<file path="src/rtl/pci_cfgwr_pkg.sv">
package pci_cfgwr_pkg;
  localparam int DATA_W = 32;
  localparam int BE_W   = DATA_W / 8;
  localparam int IDX_W  = 6;
  localparam int FN_W   = 3;

  typedef enum logic [2:0] {
    ST_IDLE,
    ST_DECODE,
    ST_CLAIM,
    ST_DATA,
    ST_TURN
  } tgt_state_t;

  typedef struct packed {
    logic [IDX_W-1:0]  idx;
    logic [FN_W-1:0]   fn;
    logic [DATA_W-1:0] data;
    logic [BE_W-1:0]   be;
  } wr_item_t;
endpackage

</file>
<file path="src/rtl/pci_cfgwr_addr_dec.sv">
module pci_cfgwr_addr_dec
  import pci_cfgwr_pkg::*;
#(
  parameter logic [3:0] CMD_CODE = 4'b1011,
  parameter bit         CHK_TYPE = 1'b1
) (
  input  logic              framen,
  input  logic              framen_q,
  input  logic              idsel,
  input  logic [3:0]        cben,
  input  logic [DATA_W-1:0] ad,
  output logic              hit,
  output logic [IDX_W-1:0]  idx,
  output logic [FN_W-1:0]   fn
);
  localparam int IDX_LSB = 2;
  localparam int FN_LSB  = IDX_LSB + IDX_W;

  logic start;
  logic type_ok;

  assign start = !framen && framen_q;
  assign idx   = ad[IDX_LSB +: IDX_W];
  assign fn    = ad[FN_LSB +: FN_W];

  generate
    if (CHK_TYPE) begin : g_type_chk
      assign type_ok = (ad[1:0] == 2'b00);
    end else begin : g_type_any
      assign type_ok = 1'b1;
    end
  endgenerate

  assign hit = start && idsel && (cben == CMD_CODE) && type_ok;
endmodule

</file>
<file path="src/rtl/pci_cfgwr_fsm.sv">
module pci_cfgwr_fsm
  import pci_cfgwr_pkg::*;
#(
  parameter int DEC_CYCLES = 2
) (
  input  logic             clk,
  input  logic             rst_n,
  input  logic             framen,
  input  logic             irdyn,
  input  logic             hit,
  input  logic [IDX_W-1:0] idx_in,
  input  logic [FN_W-1:0]  fn_in,
  input  logic             slot_free,
  output logic             dev_n,
  output logic             trdy_n,
  output logic             stop_n,
  output logic             oe,
  output logic             load,
  output logic [IDX_W-1:0] idx_q,
  output logic [FN_W-1:0]  fn_q
);
  localparam int CNT_W = (DEC_CYCLES > 1) ? $clog2(DEC_CYCLES) : 1;
  localparam logic [CNT_W-1:0] CNT_LAST = CNT_W'(DEC_CYCLES - 1);

  tgt_state_t       state, state_nx;
  logic [CNT_W-1:0] cnt, cnt_nx;
  logic             dev_nx, trdy_nx, stop_nx, oe_nx;
  logic             no_master;

  assign no_master = framen && irdyn;

  always_comb begin
    state_nx = state;
    cnt_nx   = cnt;
    dev_nx   = dev_n;
    trdy_nx  = trdy_n;
    stop_nx  = stop_n;
    oe_nx    = oe;
    load     = 1'b0;
    unique case (state)
      ST_IDLE: begin
        if (hit) begin
          state_nx = ST_DECODE;
          cnt_nx   = '0;
        end
      end
      ST_DECODE: begin
        if (no_master) begin
          state_nx = ST_IDLE;
        end else if (cnt == CNT_LAST) begin
          state_nx = ST_CLAIM;
          dev_nx   = 1'b0;
          oe_nx    = 1'b1;
        end else begin
          cnt_nx = cnt + 1'b1;
        end
      end
      ST_CLAIM: begin
        if (slot_free) begin
          state_nx = ST_DATA;
          trdy_nx  = 1'b0;
          stop_nx  = 1'b0;
        end
      end
      ST_DATA: begin
        if (!irdyn) begin
          load     = 1'b1;
          state_nx = ST_TURN;
          dev_nx   = 1'b1;
          trdy_nx  = 1'b1;
          stop_nx  = 1'b1;
        end
      end
      ST_TURN: begin
        oe_nx    = 1'b0;
        state_nx = ST_IDLE;
      end
      default: state_nx = ST_IDLE;
    endcase
  end

  always_ff @(posedge clk or negedge rst_n) begin
    if (!rst_n) begin
      state  <= ST_IDLE;
      cnt    <= '0;
      dev_n  <= 1'b1;
      trdy_n <= 1'b1;
      stop_n <= 1'b1;
      oe     <= 1'b0;
      idx_q  <= '0;
      fn_q   <= '0;
    end else begin
      state  <= state_nx;
      cnt    <= cnt_nx;
      dev_n  <= dev_nx;
      trdy_n <= trdy_nx;
      stop_n <= stop_nx;
      oe     <= oe_nx;
      if (state == ST_IDLE && hit) begin
        idx_q <= idx_in;
        fn_q  <= fn_in;
      end
    end
  end
endmodule

</file>
<file path="src/rtl/pci_cfgwr_out_slot.sv">
module pci_cfgwr_out_slot
  import pci_cfgwr_pkg::*;
(
  input  logic     clk,
  input  logic     rst_n,
  input  logic     load,
  input  wr_item_t item_in,
  input  logic     ready,
  output logic     valid,
  output wr_item_t item_q,
  output logic     free
);
  assign free = !valid || ready;

  always_ff @(posedge clk or negedge rst_n) begin
    if (!rst_n) begin
      valid  <= 1'b0;
      item_q <= '0;
    end else if (load) begin
      valid  <= 1'b1;
      item_q <= item_in;
    end else if (ready) begin
      valid  <= 1'b0;
    end
  end
endmodule

</file>
<file path="src/rtl/pci_cfgwr_target.sv">
module pci_cfgwr_target
  import pci_cfgwr_pkg::*;
#(
  parameter int         DEC_CYCLES = 2,
  parameter logic [3:0] CMD_CODE   = 4'b1011
) (
  input  logic              clk,
  input  logic              rst_n,
  input  logic              framen,
  input  logic              idsel,
  input  logic              irdyn,
  input  logic [3:0]        cben,
  input  logic [DATA_W-1:0] ad,
  output logic              devseln,
  output logic              trdyn,
  output logic              stopn,
  output logic              ctl_oe,
  output logic              wr_valid,
  input  logic              wr_ready,
  output logic [IDX_W-1:0]  wr_idx,
  output logic [FN_W-1:0]   wr_fn,
  output logic [DATA_W-1:0] wr_data,
  output logic [BE_W-1:0]   wr_be
);
  logic             framen_q;
  logic             hit;
  logic [IDX_W-1:0] dec_idx, idx_q;
  logic [FN_W-1:0]  dec_fn, fn_q;
  logic             slot_free, load;
  wr_item_t         item_in, item_q;

  always_ff @(posedge clk or negedge rst_n) begin
    if (!rst_n) framen_q <= 1'b1;
    else        framen_q <= framen;
  end

  pci_cfgwr_addr_dec #(.CMD_CODE(CMD_CODE), .CHK_TYPE(1'b1)) u_dec (
    .framen   (framen),
    .framen_q (framen_q),
    .idsel    (idsel),
    .cben     (cben),
    .ad       (ad),
    .hit      (hit),
    .idx      (dec_idx),
    .fn       (dec_fn)
  );

  pci_cfgwr_fsm #(.DEC_CYCLES(DEC_CYCLES)) u_fsm (
    .clk       (clk),
    .rst_n     (rst_n),
    .framen    (framen),
    .irdyn     (irdyn),
    .hit       (hit),
    .idx_in    (dec_idx),
    .fn_in     (dec_fn),
    .slot_free (slot_free),
    .dev_n     (devseln),
    .trdy_n    (trdyn),
    .stop_n    (stopn),
    .oe        (ctl_oe),
    .load      (load),
    .idx_q     (idx_q),
    .fn_q      (fn_q)
  );

  assign item_in.idx  = idx_q;
  assign item_in.fn   = fn_q;
  assign item_in.data = ad;
  assign item_in.be   = ~cben;

  pci_cfgwr_out_slot u_slot (
    .clk     (clk),
    .rst_n   (rst_n),
    .load    (load),
    .item_in (item_in),
    .ready   (wr_ready),
    .valid   (wr_valid),
    .item_q  (item_q),
    .free    (slot_free)
  );

  assign wr_idx  = item_q.idx;
  assign wr_fn   = item_q.fn;
  assign wr_data = item_q.data;
  assign wr_be   = item_q.be;
endmodule

</file>
<file path="config.mk">
export PLATFORM = sky130hd
export DESIGN_NAME = pci_cfgwr_target
export DESIGN_NICKNAME = d
export VERILOG_FILES = /design/src/rtl/pci_cfgwr_pkg.sv /design/src/rtl/pci_cfgwr_addr_dec.sv /design/src/rtl/pci_cfgwr_fsm.sv /design/src/rtl/pci_cfgwr_out_slot.sv /design/src/rtl/pci_cfgwr_target.sv
export SDC_FILE = /design/constraint.sdc
export NUM_CORES = 1
export LEC_CHECK = 0
export BUFFER_PORTS_ARGS = -buffer_cell sky130_fd_sc_hd__buf_2
export CAP_MARGIN = 10
export CORE_UTILIZATION = 40
export DETAILED_ROUTE_END_ITERATION = 10
export HOLD_SLACK_MARGIN = 0.08
export PLACE_DENSITY = 0.7
export SYNTH_ARGS = -nofsm -noshare
export SYNTH_HDL_FRONTEND = slang
export SYNTH_SLANG_ARGS = --single-unit
</file>
<file path="constraint.sdc">
create_clock -name clk -period 1.84 [get_ports clk]
set_input_delay 0.368 -clock clk [delete_from_list [all_inputs] [get_ports clk]]
set_output_delay 0.368 -clock clk [all_outputs]
set_load 0.01 [all_outputs]
</file>
==> run_results.csv <==
group,metric,value,unit
clock_tree,cts_tree,"done",
hold_path,whs_path_depth,1,
hold_path,hp-start,"framen",
cells_and_area,synthToLayoutAreaGrowth,28.07,%
yosys,synth_top_family_by_area,"multiplexers",
setup_path,critical_path.top_delay_family,"flip-flops",
clock_tree,postCtsSetupBuffers,0,
yosys,yosysTopAreaCell,"dfrtp_1",
setup_path,arrival,1.62,ns
cells_and_area,most-common-layout-cells,"91 x buf_2, 60 x dfrtp_1, 40 x mux2_4",
setup_path,r2r-end,"u_fsm.idx_q[2]",
place,placed_area,3157,µm²
timing,finalCritPeriodShare,76.72,%
yosys,syn-num-nets,203,
setup_path,cp_cell_sequence,"and4bb_2 -> nand4_1 -> buf_4 -> mux2_2",
status,status,"complete, no violations",
timing,fin_crit,1.412,ns
cells_and_area,nets,301,
clock_tree,cts_buffer_depth,2,
yosys,synth_top_area_share,57.78,%
yosys,syn_inst,161,
timing,final_hold_viol_count,0,
setup_path,worstPathMaxFanout,11,
cells_and_area,final_util,52.72,%
die,initial_core_util,41.16,%
yosys,synth_xor_area_share,0,%
die,rows,29,
hold_path,worstHoldEndpoint,"framen_q",
yosys,synth_mux_area_share,27.44,%
setup_path,critPathSlowestCell,"dfstp_2",
timing,rsz0062_at_grt,"no",
timing,final_max_slew_viol_count,0,
yosys,synth_compound_area_share,3.370,%
place,portBuffers,91,
cells_and_area,regArea,1580,µm²
place,placed_cells,324,
setup_path,startpoint_type,"flop",
die,die_area,6824,µm²
grt,grt_pass1_wl,7424,µm
grt,grt_busiest_layer,"met2",
detailed_routing,dr.pass1.iters,3,
yosys,synth_area,2599,µm²
grt,antenna_found_initial,0,
cells_and_area,fin_area,3328,µm²
timing,slew_headroom,77.41,%
power,leakage,0.001840,µW
cells_and_area,fin_cells,341,
grt,grtUsageMet3,4.945,%
timing,skew,0.008809,ns
grt,grt_start_max_net_pins,64,
die,die_w,82.61,µm
run,cap_violations,0,
clock_tree,clock_sinks,63,
cells_and_area,multiInputGateArea,942.2,µm²
grt,grtUsageMet1,19.40,%
yosys,synth_fa_ha_area_share,0,%
die,core,6314,µm²
yosys,synth_warnings,0,
grt,overflow,0,
setup_path,critPathBufInv,1,
detailed_routing,via_count,1621,
clock_tree,clkLatencyLatePin,0.33,ns
clock_tree,hold_buffers,1,
cells_and_area,fill_cells,569,
place,hpwl,3250,µm
yosys,ys_seq_area_share,60.81,%
yosys,yosys-top-cells-area,"dfrtp_1 58%, mux2_4 23%, mux2_2 4.3%",
detailed_routing,drc,0,
grt,track_usage,15.46,%
grt,globalRouteMet2Util,23.97,%
setup_path,critical_path_required,2.05,ns
yosys,synthSimpleGateAreaFrac,4.815,%
setup_path,r2r-start,"framen_q",
detailed_routing,vias_per_cell,4.754,
yosys,syn_avg_cell_area,16.14,µm²
yosys,ys_types,27,
setup_path,r2r_slack,0.43,ns
clock_tree,clk_pin_slew,0.07,ns
yosys,synth-seq-cells,63,
clock_tree,cts_max_level,3,
detailed_routing,post_drt_wl_per_cell,14.51,µm
detailed_routing,ant_nets,0,
timing,setup-tns-final,0,ns
place,place_congestion,0.7725,
clock_tree,cts_buffers,9,
grt,first_global_vias,1557,
setup_path,reg2reg_depth,4,
detailed_routing,drt_iter0_markers,68,
clock_tree,clock-root-buffer,"clkbuf_8",
power,p_per_area,1511,nW/µm²
hold_path,hold_class,"input port to flop",
timing,finalSetupViolations,0,
cells_and_area,drive_gt1_share,61.36,%
setup_path,end_kind,"flop",
setup_path,path_class,"flop to flop",
cells_and_area,layout_commonest_cell,"buf_2",
detailed_routing,drt_wl_total,4949,µm
clock_tree,post_cts_resize_count,0,
die,io_pins,92,
setup_path,cp_slowest_stage_delay,0.51,ns
power,ir_worst_vdd,0.7466,mV
die,die_y,82.61,µm
cells_and_area,diodes,0,
timing,max_slew.worst_pin.slew,0.3389,ns
timing,fmax,708.4,MHz
-- routing by layer --
layer / vias to the layer above / routed length [µm] / share of wire (%)
met5: - / 0 / 0
met4: 0 / 80 / 1.6
met3: 6 / 217 / 4.4
met2: 45 / 2349 / 47
met1: 810 / 2301 / 46
li1: 760 / - / -
-- cells by family (layout without fill, tap and decap cells) --
logic type / count (synthesis) / after routing
flip-flops: 63 / 63
multiplexers: 50 / 50
AND/OR/NAND/NOR: 21 / 21
AO/OA/AOI/OAI: 14 / 14
buffers and inverters: 13 / 116
-- flip-flops by register name, indices dropped and copies added, names as in the netlist --
signal / cells
u_slot.item_q: 45
u_fsm.idx_q: 6
u_fsm.fn_q: 3
u_fsm.state: 3
framen_q: 1
u_fsm.cnt: 1
u_fsm.dev_n: 1
u_fsm.oe: 1
u_fsm.trdy_n: 1
u_slot.valid: 1
-- worst max-delay path by stage --
stage	cells past startpoint	endpoint	slack, ns	start
after floorplan	4	u_fsm.fn_q[0]	0.48	framen_q
after global placement	5	u_fsm.idx_q[5]	0.41	framen
after detailed placement	5	u_fsm.fn_q[1]	0.38	framen
after CTS	4	u_fsm.idx_q[2]	0.42	framen_q
after global routing	4	u_fsm.fn_q[1]	0.37	u_fsm.state[0]
final	4	u_fsm.idx_q[2]	0.43	framen_q
-- metrics by stage --
stage          setup slack (ns)  power, µW  hold WS, ns
5_1_grt                  0.3689       5368       0.1279
2_1_floorplan            0.4752       3356      0.07241
6_report                 0.4284       5029       0.1551
4_1_cts                  0.4180       5101       0.1389
3_5_place_dp             0.3797       4038       0.4063
3_3_place_gp             0.4072       3988       0.4024
-- power breakdown --
group	internal (µW)	total, µW	switching (µW)
sequential	1890	2190	298
combinational	1050	1810	757
clock	528	1030	500
total	3470	5030	1550
-- final cells by class --
class                   instances  share of cell area (%)
multi-input cells              85                   28.31
repair buffers                 96                   16.02
inverters                       4                  0.4511
well taps                      77                   2.895
clock buffers                  15                   4.699
clock inverters                 1                  0.1504
flip-flops and latches         63                   47.48
-- synthesized netlist by cell type --
cell,number
a21o_1,1
a31oi_1,1
nand3_1,1
inv_1,4
dfrtp_1,60
o211ai_1,2
mux2_4,40
nand4b_1,1
buf_6,4
o21bai_1,1
and4b_1,1
dfstp_2,3
a21oi_1,1
nand2b_1,3
nand4bb_1,1
nand4_1,2
a21boi_0,1
buf_4,3
a22o_1,1
mux2_2,10
buf_2,2
o21ai_0,6
and4bb_2,1
nor2_1,1
nor2b_1,1
nor2_2,1
nand2_1,8
-- worst register-to-register path: cells and delay by family, from the launching register on --
family / cells / cell delay [ns]
buffers and inverters: 1 / 0.20
DFF: 1 / 0.51
and+or+nand+nor: 2 / 0.30
muxes: 1 / 0.28
Power figures use the tool's default switching activity.
